$ cat config.mk
export PLATFORM = sky130hd
export DESIGN_NAME = chan_route
export DESIGN_NICKNAME = d
export VERILOG_FILES = /design/src/rtl/chan_route_pkg.sv /design/src/rtl/chan_route_ctrl.sv /design/src/rtl/chan_route_steer.sv /design/src/rtl/chan_route_rto.sv /design/src/rtl/chan_route.sv
export SDC_FILE = /design/constraint.sdc
export NUM_CORES = 1
export LEC_CHECK = 0
export BUFFER_PORTS_ARGS = -buffer_cell sky130_fd_sc_hd__buf_2
export CAP_MARGIN = 20
export CORE_ASPECT_RATIO = 0.5
export CORE_MARGIN = 1.5
export CORE_UTILIZATION = 34
export DETAILED_ROUTE_END_ITERATION = 10
export PLACE_DENSITY = 0.75
export SLEW_MARGIN = 10
export SYNTH_ARGS = -nofsm -noshare
export SYNTH_HDL_FRONTEND = slang
export SYNTH_SLANG_ARGS = --single-unit
$ cat constraint.sdc
create_clock -name clk -period 1.29 [get_ports clk]
set_input_delay 0.258 -clock clk [delete_from_list [all_inputs] [get_ports clk]]
set_output_delay 0.258 -clock clk [all_outputs]
set_load 0.02 [all_outputs]
$ cat src/rtl/chan_route_pkg.sv
package chan_route_pkg;

   typedef enum logic [1:0] {
      CM_NORMAL = 2'b00,
      CM_ECHO   = 2'b01,
      CM_LLOOP  = 2'b10,
      CM_RLOOP  = 2'b11
   } chan_mode_e;

   localparam int CTRL_W       = 9;
   localparam int CB_RXFLUSH   = 0;
   localparam int CB_TXFLUSH   = 1;
   localparam int CB_RXON      = 2;
   localparam int CB_RXOFF     = 3;
   localparam int CB_TXON      = 4;
   localparam int CB_TXOFF     = 5;
   localparam int CB_BRKHOLD   = 8;

   localparam logic [CTRL_W-1:0] CTRL_RESET =
      CTRL_W'((1 << CB_RXOFF) | (1 << CB_TXOFF) | (1 << CB_BRKHOLD));

endpackage

$ cat src/rtl/chan_route_ctrl.sv
module chan_route_ctrl
   import chan_route_pkg::*;
(
   input  logic              clk,
   input  logic              rst_n,
   input  logic              we,
   input  logic [CTRL_W-1:0] wdata,
   output logic [CTRL_W-1:0] q,
   output logic              rx_en,
   output logic              tx_en,
   output logic              rx_clr,
   output logic              tx_clr
);

   localparam logic [CTRL_W-1:0] FLUSH_MASK =
      CTRL_W'((1 << CB_RXFLUSH) | (1 << CB_TXFLUSH));

   always_ff @(posedge clk or negedge rst_n) begin
      if (!rst_n) begin
         q      <= CTRL_RESET;
         rx_clr <= 1'b0;
         tx_clr <= 1'b0;
      end else begin
         rx_clr <= we & wdata[CB_RXFLUSH];
         tx_clr <= we & wdata[CB_TXFLUSH];
         if (we) q <= wdata & ~FLUSH_MASK;
      end
   end

   assign rx_en = q[CB_RXON] & ~q[CB_RXOFF];
   assign tx_en = q[CB_TXON] & ~q[CB_TXOFF];


   self_clear_chk: assert property (@(posedge clk) disable iff (!rst_n)
      (we && wdata[CB_RXFLUSH]) |=> (rx_clr && !q[CB_RXFLUSH]));


   flush_bits_zero_chk: assert property (@(posedge clk) disable iff (!rst_n)
      we |=> (q[CB_RXFLUSH] == 1'b0 && q[CB_TXFLUSH] == 1'b0));

endmodule

$ cat src/rtl/chan_route_steer.sv
module chan_route_steer
   import chan_route_pkg::*;
#(
   parameter int DATA_W = 8,
   parameter int DEPTH  = 64,
   localparam int LVL_W = $clog2(DEPTH + 1)
)(
   input  logic [1:0]        mode,
   input  logic              rx_en,
   input  logic              tx_en,
   input  logic              rx_valid,
   input  logic [DATA_W-1:0] rx_data,
   input  logic              brk,
   input  logic              host_wr,
   input  logic [DATA_W-1:0] host_wdata,
   input  logic [LVL_W-1:0]  rx_level,
   input  logic [LVL_W-1:0]  tx_level,
   output logic              rx_push,
   output logic [DATA_W-1:0] rx_wdata,
   output logic              tx_push,
   output logic [DATA_W-1:0] tx_wdata,
   output logic              ovr,
   output logic              rdy
);

   localparam logic [LVL_W-1:0] FULL_LVL = LVL_W'(DEPTH);

   logic rcv_to_rx, rcv_to_tx, hw_to_rx, hw_to_tx;
   logic rx_full, tx_full;
   logic char_ok, req_host_rx, req_brk, req_char_rx, req_rx;
   logic req_host_tx, req_char_tx, req_tx;

   always_comb begin
      rcv_to_rx = (mode == CM_NORMAL) || (mode == CM_ECHO);
      rcv_to_tx = (mode == CM_ECHO)   || (mode == CM_RLOOP);
      hw_to_tx  = (mode == CM_NORMAL);
      hw_to_rx  = (mode == CM_LLOOP);
   end

   assign rx_full = (rx_level == FULL_LVL);
   assign tx_full = (tx_level == FULL_LVL);

   assign char_ok     = rx_valid & ~brk;
   assign req_host_rx = host_wr & hw_to_rx;
   assign req_brk     = brk & ~req_host_rx;
   assign req_char_rx = char_ok & rcv_to_rx;
   assign req_rx      = req_host_rx | req_brk | req_char_rx;

   assign req_host_tx = host_wr & hw_to_tx;
   assign req_char_tx = char_ok & rcv_to_tx;
   assign req_tx      = req_host_tx | req_char_tx;

   always_comb begin
      if (req_host_rx)  rx_wdata = host_wdata;
      else if (req_brk) rx_wdata = '0;
      else              rx_wdata = rx_data;
      tx_wdata = req_host_tx ? host_wdata : rx_data;
   end

   assign rx_push = req_rx & rx_en & ~rx_full;
   assign tx_push = req_tx & tx_en & ~tx_full;
   assign ovr     = (req_rx & rx_en & rx_full) | (req_tx & tx_en & tx_full);
   assign rdy     = ~((rcv_to_rx & rx_full) | (rcv_to_tx & tx_full));

endmodule

$ cat src/rtl/chan_route_rto.sv
module chan_route_rto #(
   parameter int TO_CHARS = 4,
   parameter int CFG_W    = 8,
   localparam int CNT_W   = $clog2(TO_CHARS + 1)
)(
   input  logic             clk,
   input  logic             rst_n,
   input  logic             restart,
   input  logic             tick,
   input  logic [CFG_W-1:0] cfg,
   output logic             evt
);

   localparam logic [CNT_W-1:0] LAST = CNT_W'(TO_CHARS - 1);

   logic             armed;
   logic [CNT_W-1:0] cnt;

   always_ff @(posedge clk or negedge rst_n) begin
      if (!rst_n) begin
         armed <= 1'b0;
         cnt   <= '0;
         evt   <= 1'b0;
      end else begin
         evt <= 1'b0;
         if (restart) begin
            armed <= 1'b1;
            cnt   <= '0;
         end else if (armed && tick) begin
            if (cnt == LAST) begin
               armed <= 1'b0;
               cnt   <= '0;
               evt   <= (cfg != '0);
            end else begin
               cnt <= cnt + 1'b1;
            end
         end
      end
   end


   rto_pulse_chk: assert property (@(posedge clk) disable iff (!rst_n)
      evt |=> !evt);


   rto_restart_chk: assert property (@(posedge clk) disable iff (!rst_n)
      restart |=> !evt);

endmodule

$ cat src/rtl/chan_route.sv
module chan_route
   import chan_route_pkg::*;
#(
   parameter int DATA_W    = 8,
   parameter int DEPTH     = 64,
   parameter int TO_CHARS  = 4,
   parameter int CFG_W     = 8,
   parameter bit RDATA_REG = 1'b1,
   localparam int LVL_W    = $clog2(DEPTH + 1)
)(
   input  logic              clk,
   input  logic              rst_n,
   input  logic [1:0]        chan_mode,
   input  logic              ctrl_we,
   input  logic [CTRL_W-1:0] ctrl_wdata,
   output logic [CTRL_W-1:0] ctrl_q,
   input  logic              rx_valid,
   input  logic [DATA_W-1:0] rx_data,
   output logic              rx_ready,
   input  logic              brk_det,
   input  logic              host_wr,
   input  logic [DATA_W-1:0] host_wdata,
   input  logic              host_rd,
   output logic [DATA_W-1:0] host_rdata,
   output logic              rxf_push,
   output logic [DATA_W-1:0] rxf_wdata,
   output logic              rxf_pop,
   input  logic [DATA_W-1:0] rxf_head,
   input  logic [LVL_W-1:0]  rxf_level,
   output logic              rxf_clr,
   output logic              txf_push,
   output logic [DATA_W-1:0] txf_wdata,
   input  logic [LVL_W-1:0]  txf_level,
   output logic              txf_clr,
   input  logic              char_tick,
   input  logic [CFG_W-1:0]  rto_cfg,
   output logic              ovr_evt,
   output logic              rto_evt
);

   generate
      if (DEPTH < 2)    $error("chan_route: DEPTH must be at least 2");
      if (DATA_W < 5)   $error("chan_route: DATA_W must be at least 5");
      if (TO_CHARS < 1) $error("chan_route: TO_CHARS must be at least 1");
   endgenerate

   logic rx_en, tx_en;

   chan_route_ctrl u_ctrl (
      .clk    (clk),
      .rst_n  (rst_n),
      .we     (ctrl_we),
      .wdata  (ctrl_wdata),
      .q      (ctrl_q),
      .rx_en  (rx_en),
      .tx_en  (tx_en),
      .rx_clr (rxf_clr),
      .tx_clr (txf_clr)
   );

   chan_route_steer #(.DATA_W(DATA_W), .DEPTH(DEPTH)) u_steer (
      .mode       (chan_mode),
      .rx_en      (rx_en),
      .tx_en      (tx_en),
      .rx_valid   (rx_valid),
      .rx_data    (rx_data),
      .brk        (brk_det),
      .host_wr    (host_wr),
      .host_wdata (host_wdata),
      .rx_level   (rxf_level),
      .tx_level   (txf_level),
      .rx_push    (rxf_push),
      .rx_wdata   (rxf_wdata),
      .tx_push    (txf_push),
      .tx_wdata   (txf_wdata),
      .ovr        (ovr_evt),
      .rdy        (rx_ready)
   );

   chan_route_rto #(.TO_CHARS(TO_CHARS), .CFG_W(CFG_W)) u_rto (
      .clk     (clk),
      .rst_n   (rst_n),
      .restart (rxf_push),
      .tick    (char_tick),
      .cfg     (rto_cfg),
      .evt     (rto_evt)
   );

   assign rxf_pop = host_rd & rx_en & (rxf_level != '0);

   generate
      if (RDATA_REG) begin : g_rd_reg
         always_ff @(posedge clk or negedge rst_n) begin
            if (!rst_n)       host_rdata <= '0;
            else if (host_rd) host_rdata <= rxf_pop ? rxf_head : '0;
         end

         empty_read_zero_chk: assert property (@(posedge clk) disable iff (!rst_n)
            (host_rd && (rxf_level == '0)) |=> (host_rdata == '0));
      end else begin : g_rd_comb
         assign host_rdata = rxf_pop ? rxf_head : '0;
      end
   endgenerate


   rx_gate_chk: assert property (@(posedge clk) disable iff (!rst_n)
      (rxf_push || rxf_pop) |-> (ctrl_q[CB_RXON] && !ctrl_q[CB_RXOFF]));


   tx_gate_chk: assert property (@(posedge clk) disable iff (!rst_n)
      txf_push |-> (ctrl_q[CB_TXON] && !ctrl_q[CB_TXOFF]));


   no_overflow_chk: assert property (@(posedge clk) disable iff (!rst_n)
      (rxf_push |-> (rxf_level != LVL_W'(DEPTH))) and
      (txf_push |-> (txf_level != LVL_W'(DEPTH))));


   lloop_no_tx_chk: assert property (@(posedge clk) disable iff (!rst_n)
      (chan_mode == CM_LLOOP) |-> !txf_push);

endmodule

## Word level (Yosys, flattened, before mapping)

Index checks and enable logic that the tools add are counted.

- Add/subtract/negate cells: 1
- Equal/unequal tests: 6
- Mux-type cells: 13
- Bitwise logic cells: 32
- Reduce and logical (&&, ||, !) cells: 9

Operator list:

| cell | number |
|---|---|
| 8-bit 2-to-1 mux | 4 |
| 1-bit AND | 20 |
| 7-bit == test, second input constant | 2 |
| 3-bit 2-to-1 mux | 3 |
| 8-bit nonzero test | 1 |
| 1-bit inverter | 7 |
| 7-bit nonzero test | 1 |
| 1-bit 2-to-1 mux | 6 |
| 1-bit bitwise OR | 5 |
| 2-bit == test, second input constant | 2 |
| 2-bit nonzero test | 2 |
| 3-bit by 1-bit adder with 3-bit output, second input constant | 1 |
| 3-bit by 2-bit == test with 1-bit output, second input constant | 1 |
| 2-bit by 1-bit == test with 1-bit output, second input constant | 1 |
| 2-bit logical NOT | 1 |
| 1-bit logical OR | 2 |
| 2-bit AND reduction | 1 |
| 1-bit logical AND | 1 |

- Bits in registers: 22
- Input port bits: 65
- Output and inout bits: 41
- Logic and storage cells: 68

## Depth between registers and ports, before layout

Gate-level depths: netlist of run 1.

- Depth after elaboration: 10
- Mapped depth: 4

## Hierarchy

A second synthesis of run 1 with hierarchy kept.

- Cells, all modules: 118
- Area total of the unflattened synthesis: 1362.6 sq um

By module, submodules not included:

| module | instances | cells each | area an instance (sq um) |
|---|---|---|---|
| chan_route_ctrl | 1 | 24 | 391.6 |
| chan_route_steer | 1 | 50 | 376.6 |
| chan_route | 1 | 23 | 335.3 |
| chan_route_rto | 1 | 21 | 259.0 |

## Least setup slack after synthesis of run 1

Ideal clock, no wire load.

- Path kind: input to output
- From: input port rxf_level[1]
- To: output port ovr_evt
- Data arrival time: 1.310 ns
- Required time: 1.032 ns
- Path slack: -0.278 ns
- Cell stages on the path: 3
- Buffers on the path: 0
- Path through: nor4_1 nand3_1 o22ai_1

- Cells in the longest elaborated chain, start to end: 3

Ends and longest elaborated chain:

| item | RTL line | RTL |
|---|---|---|
| from (decl) | chan_route.sv:29 | `input logic [LVL_W-1:0] rxf_level,` |
| 7-bit == test | chan_route_steer.sv:40 | `assign rx_full = (rx_level == FULL_LVL);` |
| 1-bit AND | chan_route_steer.sv:62 | `assign ovr = (req_rx & rx_en & rx_full) \| (req_tx & tx_en & tx_full);` |
| 1-bit bitwise OR | chan_route_steer.sv:62 |  |
| to (decl) | chan_route.sv:37 | `output logic ovr_evt,` |

Every way passes these cells.

## Worst setup path after layout of run 1

- From: register u_ctrl.q[3]
- To: output port rxf_push

- Cells in the longest elaborated chain, start to end: 4

Ends and longest elaborated chain:

| item | RTL line | RTL |
|---|---|---|
| from (decl) | chan_route_ctrl.sv:8 | `output logic [CTRL_W-1:0] q,` |
| from (signal assigned) | chan_route_ctrl.sv:26 | `if (we) q <= wdata & ~FLUSH_MASK;` |
| 1-bit inverter | chan_route_ctrl.sv:30 | `assign rx_en = q[CB_RXON] & ~q[CB_RXOFF];` |
| 1-bit AND | chan_route_ctrl.sv:30 |  |
| 1-bit AND (2 in series) | chan_route_steer.sv:60 | `assign rx_push = req_rx & rx_en & ~rx_full;` |
| to (decl) | chan_route.sv:25 | `output logic rxf_push,` |

Every way passes these cells.

==> results.json, run 1 <==
{
  "outcome": "finished, violations left",
  "nFillCells": 262,
  "die_y_um": 46,
  "required_ns": 1.03,
  "drive_above_1_share": 0.667,
  "fin_worst_skew_ns": 0.00636,
  "synthCells": 121,
  "final_hold_viol_count": 0,
  "layout_common_cells": "75 x buf_2, 32 x buf_6, 22 x nand2_1",
  "multi_input_area_um2": 802,
  "vdd_drop_max_mv": 0.608,
  "dpl_cell_area_um2": 2030,
  "grt_first_pass_wirelength_um": 5760,
  "crit_path_start_kind": "flip-flop",
  "hold_slack_ns": 0.195,
  "start_util": 0.360,
  "worstSetupEndpointType": "output pin",
  "core.rowCount": 15,
  "cellPowerDensity_nw_per_um2": 940,
  "cts_tree": "built",
  "final_common_cell": "buf_2",
  "period_needed_ns": 1.51,
  "clk_pin_slew_ns": 0.08,
  "hp-class": "in2reg",
  "drt_wl_total_um": 4070,
  "core_um2": 3490,
  "antenna_left": 0,
  "cts.path.max_buffers": 2,
  "path_class": "reg2out",
  "gp_congestion": 0.785,
  "track_usage": 0.186,
  "ys_ff_latch": 22,
  "layout.nets": 319,
  "path_max_fanout": 3,
  "cp.arrival_ns": 1.25,
  "dieArea_um2": 4090,
  "area_delta_synth_final_pct": 92.8,
  "ioPinCount": 106,
  "place_ws_ns": -0.267,
  "yosys_warnings": 0,
  "dp_hpwl_um": 2920,
  "die_x_um": 89.0,
  "max_clock_freq_mhz": 661,
  "cts-root-buf": "clkbuf_8",
  "slew_viol_final": 0,
  "overflow": 0,
  "portBuffers": 103,
  "rsz0062_at_grt": "true",
  "setup_viol": 28,
  "p_leak_uw": 0.00125,
  "cts_buffers": 3,
  "antenna_found_initial": 0,
  "clock-sinks": 22,
  "drtIter0Drc": 47,
  "fin_area_um2": 2420,
  "wl_per_cell_um": 13.4,
  "regArea_um2": 554,
  "h-tree-depth": 1,
  "avgSynthCellArea_um2": 10.4,
  "syn_area_um2": 1260,
  "fin_ws_ns": -0.223,
  "routed-via-count": 1460,
  "drc_errors": 0,
  "post-route-period-util": 1.17,
  "worstSkewPairLatency_ns": 0.26,
  "ys_seq_area_frac": 0.441,
  "grt_max_degree": 23,
  "drv_cap": 0,
  "violations": "negative setup slack",
  "first_pass_iters": 4,
  "grt_pass1_vias": 1303,
  "yosysUniqueCellTypes": 33,
  "vias_per_cell": 4.82,
  "diodes": 0
}
==> where the power goes <==
group / switching [µW] / internal (µW)
clock network: 221 / 272
registers: 63.5 / 785
logic: 415 / 523
total: 699 / 1580
==> final cells by class <==
cell class	count	area share
Inverter	3	0.00464
Sequential cell	22	0.229
Tap cell	51	0.0263
Timing Repair Buffer	131	0.387
Clock buffer	4	0.0227
Multi-Input combinational cell	92	0.331
==> path summary, 6_finish.rpt <==
kind | start | end | slack (ns) | depth (start not counted)
worst max-delay path | u_ctrl.q[3]$_DFFE_PN1P_ | rxf_push | -0.22 | 4
worst min-delay path | ctrl_wdata[0] | u_ctrl.rx_clr$_DFF_PN0_ | 0.19 | 2
worst max register to register | u_ctrl.q[3]$_DFFE_PN1P_ | host_rdata[3]$_DFFE_PN0P_ | -0.08 | 5
worst min register to register | u_rto.cnt[2]$_DFFE_PN0P_ | u_rto.cnt[2]$_DFFE_PN0P_ | 0.51 | 2
max in group asynchronous | rst_n | u_ctrl.q[5]$_DFFE_PN1P_ | 0.43 | 2
min in group asynchronous | rst_n | host_rdata[5]$_DFFE_PN0P_ | 0.50 | 2
==> kinds of logic (layout without fill, tap and decap cells) <==
group,count (synthesis),in the layout,synth area share
adders and majority gates,1,1,0.00995
muxes,14,14,0.125
and+or+nand+nor,54,54,0.242
buffers and inverters,8,138,0.0358
other,1,2,0.00298
DFF,22,22,0.441
AOI/OAI and AO/OA,21,21,0.143
==> cells in the mapped netlist, drive strengths merged <==
library cell  instances  share of area
nand3b               11          0.066
clkbuf                2         0.0060
o21ai                 2         0.0080
nand3                 2         0.0080
a22o                  9          0.063
buf                   3          0.021
nor2                  2         0.0060
a31oi                 1         0.0099
nand2b                1         0.0050
nor4b                 1         0.0070
nor2b                 2         0.0099
nand2                22          0.066
ha                    1         0.0099
or3b                  1         0.0070
a21oi                 2         0.0080
and2                  4          0.020
nor4                  3          0.015
o311a                 1          0.017
nor3                  1         0.0040
dfrtp                19           0.38
o311ai                1         0.0070
dfstp                 3          0.063
inv                   3         0.0090
nor3b                 1         0.0099
nand4                 1         0.0050
a22oi                 2          0.012
mux2                 14           0.13
a2bb2oi               1         0.0070
and3b                 2          0.014
a211o                 1         0.0070
conb                  1         0.0030
o22ai                 1         0.0050
==> critical path, cell delays in order (launching register included) <==
cell and delay [ns]:
dfstp_2 0.56, inv_2 0.06, o311a_4 0.11, and2_4 0.14, buf_6 0.12
==> flip-flops by register name (all words and copies together), names as in the netlist <==
name and cells:
host_rdata 8, u_ctrl.q 7, u_rto.cnt 3, u_ctrl.rx_clr 1, u_ctrl.tx_clr 1, u_rto.armed 1, u_rto.evt 1
==> routing by layer <==
layer	vias to the layer above	share of wire	GRT usage	routed length [µm]
met4	0	0.0047	0.0400	19
met3	2	0.063	0.0380	256
met1	702	0.39	0.211	1600
met5	-	0	0	0
li1	698	-	-	-
met2	58	0.54	0.370	2190
==> timing repair <==
item / 4_1_cts / 5_1_grt
pin swaps: 18 / 16
endpoints found under the setup margin: 22 / 30
buffers inserted: 7 / 4
hold buffers: 1 / 0
endpoints found under the hold margin: 19 / 0
gates resized for setup: 57 / 16
==> metrics by stage <==
step,cells,utilization,power (µW),TNS [ns]
4_1_cts,299,0.668,2210,-3.79
2_1_floorplan,122,-,1240,-0.483
3_5_place_dp,288,0.581,1570,-5.55
5_1_grt,303,0.695,2410,-4.67
3_3_place_gp,288,0.581,1550,-4.95
6_report,303,0.695,2280,-3.66
Power figures use the tool's default switching activity.
==> inputs of run 2 (changes only) <==
--- a/config.mk
+++ b/config.mk
@@ -9,10 +9,11 @@
 export CAP_MARGIN = 20
 export CORE_ASPECT_RATIO = 0.5
 export CORE_MARGIN = 1.5
-export CORE_UTILIZATION = 34
+export CORE_UTILIZATION = 35
 export DETAILED_ROUTE_END_ITERATION = 10
 export PLACE_DENSITY = 0.75
 export SLEW_MARGIN = 10
 export SYNTH_ARGS = -nofsm -noshare
 export SYNTH_HDL_FRONTEND = slang
+export SYNTH_HIERARCHICAL = 1
 export SYNTH_SLANG_ARGS = --single-unit
==> run 2 against run 1 <==
The flow still finishes with violations (negative setup slack); sequential share of layout area is 0.22 points higher; critical path depth is 1 higher; wire length is 2.6% lower; count of clock-buffer cells in the layout stayed put; critical endpoint is now rx_ready; largest cell class unchanged; largest power group is now registers.
==> results.json, run 2 <==
{
  "outcome": "finished, violations left",
  "violations": "negative setup slack",
  "yosysUniqueCellTypes": 40,
  "ys_seq_area_frac": 0.407,
  "fin_worst_skew_ns": 0.000542,
  "vdd_drop_max_mv": 0.366,
  "slew_viol_final": 0,
  "hold_slack_ns": 0.217,
  "drv_cap": 0,
  "synth-edff-count": 0,
  "start_util": 0.380,
  "r2r_slack_ns": -0.02,
  "hold-path-cell-count": 2,
  "rsz0062_at_grt": "true",
  "stdcell_count": 293,
  "cp.arrival_ns": 1.42,
  "yosys_warnings": 6,
  "first_pass_iters": 4,
  "gp_congestion": 0.720,
  "core_um2": 3580,
  "max_clock_freq_mhz": 597,
  "h-tree-depth": 1,
  "yosys-top-cells-area": "dfrtp_1 35%, mux2_4 7.7%, a32o_1 5.9%, dfstp_2 5.8%, nand2_1 4.7%",
  "grt_first_pass_wirelength_um": 5970,
  "wl_per_cell_um": 13.5,
  "synth.most_common_cell": "dfrtp_1",
  "rr_startpoint": "u_ctrl/q[3]$_DFFE_PN1P_",
  "yosys.area.top_type": "dfrtp_1",
  "track_usage": 0.178,
  "p_leak_uw": 0.00124,
  "r2r_end": "u_rto/cnt[0]$_DFFE_PN0P_",
  "crit_path_start_kind": "primary input",
  "startpoint": "txf_level[2]",
  "vias_per_cell": 4.87,
  "final_hold_viol_count": 0,
  "syn_area_um2": 1360,
  "endpoint": "rx_ready",
  "portBuffers": 103,
  "grt_max_degree": 23,
  "final_common_cell": "buf_2",
  "post-route-period-util": 1.30,
  "drt-met1-wl_um": 1520,
  "diodes": 0,
  "avgSynthCellArea_um2": 11.5,
  "dieArea_um2": 4300,
  "antenna_left": 0,
  "worstSetupEndpointType": "output pin",
  "layout_common_cells": "76 x buf_2, 32 x buf_6, 18 x dfrtp_1",
  "synth_top_cell_area_share": 0.349,
  "area_delta_synth_final_pct": 76.7,
  "clk_pin_slew_ns": 0.07,
  "fin_util": 0.672,
  "clock-sinks": 22,
  "cts-root-buf": "clkbuf_8",
  "place_ws_ns": -0.401,
  "path_max_fanout": 3,
  "period_needed_ns": 1.67,
  "hp-class": "in2reg",
  "place_inst": 284,
  "dr_wl_met2_um": 2170,
  "antenna_found_initial": 0,
  "worstSkewPairLatency_ns": 0.26,
  "async_reset_ff_frac": 1.00,
  "synthCells": 118,
  "largest_register_ffs": 8,
  "ys_ff_latch": 22,
  "drc_errors": 0,
  "synth-main-ff-cell": "dfrtp_1",
  "path_class": "in2out",
  "grt_pass1_vias": 1424,
  "required_ns": 1.03,
  "wl_met3_um": 221,
  "ioPinCount": 106,
  "top_register": "host_rdata",
  "overflow": 0,
  "fin_ws_ns": -0.384,
  "die_y_um": 47.1,
  "drt_wl_total_um": 3960,
  "core.rowCount": 15,
  "cellPowerDensity_nw_per_um2": 898,
  "largestRegisters": "host_rdata x8, u_ctrl/q x7, u_rto/cnt x3",
  "setup_viol": 22,
  "dp_hpwl_um": 3070,
  "drive_above_1_share": 0.682,
  "reg2reg_depth": 6,
  "cts.path.max_buffers": 2,
  "layout.nets": 309,
  "routed-via-count": 1428,
  "die_x_um": 91.2,
  "top_layer": "met4",
  "drtIter0Drc": 18,
  "cts_buffers": 3,
  "cts_tree": "built",
  "ys_top_cells_by_count": "19 x dfrtp_1, 17 x nand2_1, 8 x a32o_1, 8 x nand3_1, 7 x mux2_4"
}
run 2: cell count changes after synthesis, moves of 3 or more:
cell / before / now
nor2b_1: 2 / 5
nand3b_1: 11 / 2
and2_2: 0 / 3
a22o_1: 9 / 0
nand2_1: 22 / 17
mux2_1: 0 / 4
a32o_1: 0 / 8
nand3_1: 2 / 8
mux2_4: 0 / 7
mux2_2: 14 / 4
run 2: power breakdown:
part	total, µW	switching, µW	internal (µW)
Combinational	834	381	453
Sequential	848	63.7	785
Clock	480	208	272
run 2: what timing repair did:
item | 4_1_cts | 5_1_grt
hold buffers | 1 | 0
pin swaps | 19 | 10
endpoints found under the setup margin | 23 | 35
hold endpoints to repair | 19 | 0
resized for setup | 61 | 11
setup buffers | 2 | 4
run 2: cell type report:
type | instances | area, µm²
fill | 271 | 1180
inverter | 3 | 11.3
sequential | 22 | 556
clock buffer | 4 | 55.1
timing repair buffer | 124 | 891
multi-input combinational | 89 | 831
tap | 51 | 63.8
run 2: cell families after synthesis:
kind of cell,after synthesis,share of synthesized area
multiplexers,15,0.143
AND/OR/NAND/NOR,54,0.265
buffers and inverters,8,0.0395
AO/OA/AOI/OAI,17,0.133
adder cells (fa/ha/maj),1,0.00918
other,1,0.00275
flip-flops,22,0.407
run 2: metal layers:
layer  track usage  vias to the layer above
met5             0                        -
met4        0.0563                        0
met3        0.0356                        4
met2         0.382                       55
met1         0.185                      682
li1              -                      687
run 2: critical path, cell delays in order:
cell	delay, ns
buf_6	0.09
or4b_4	0.53
nor4_4	0.23
a2bb2oi_1	0.13
buf_4	0.18
run 2: worst min path at each step:
stage,startpoint,slack [ns],end
final,ctrl_wdata[1],0.22,u_ctrl/tx_clr$_DFF_PN0_
after floorplan,rst_n,-0.04,host_rdata[0]$_DFFE_PN0P_
after detailed placement,rst_n,0.25,u_ctrl/q[7]$_DFFE_PN0P_
after global routing,ctrl_wdata[1],0.22,u_ctrl/tx_clr$_DFF_PN0_
after global placement,rst_n,0.24,u_ctrl/q[7]$_DFFE_PN0P_
after CTS,ctrl_wdata[1],0.21,u_ctrl/tx_clr$_DFF_PN0_
run 2: metrics by stage:
stage | total power, µW | setup TNS, ns | area (µm²)
after floorplan | 1260 | -0.783 | 1410
after global placement | 1540 | -4.29 | 2070
after detailed placement | 1560 | -5.04 | 2070
after CTS | 2160 | -3.86 | 2360
after global routing | 2280 | -5.34 | 2410
final | 2160 | -4.03 | 2410
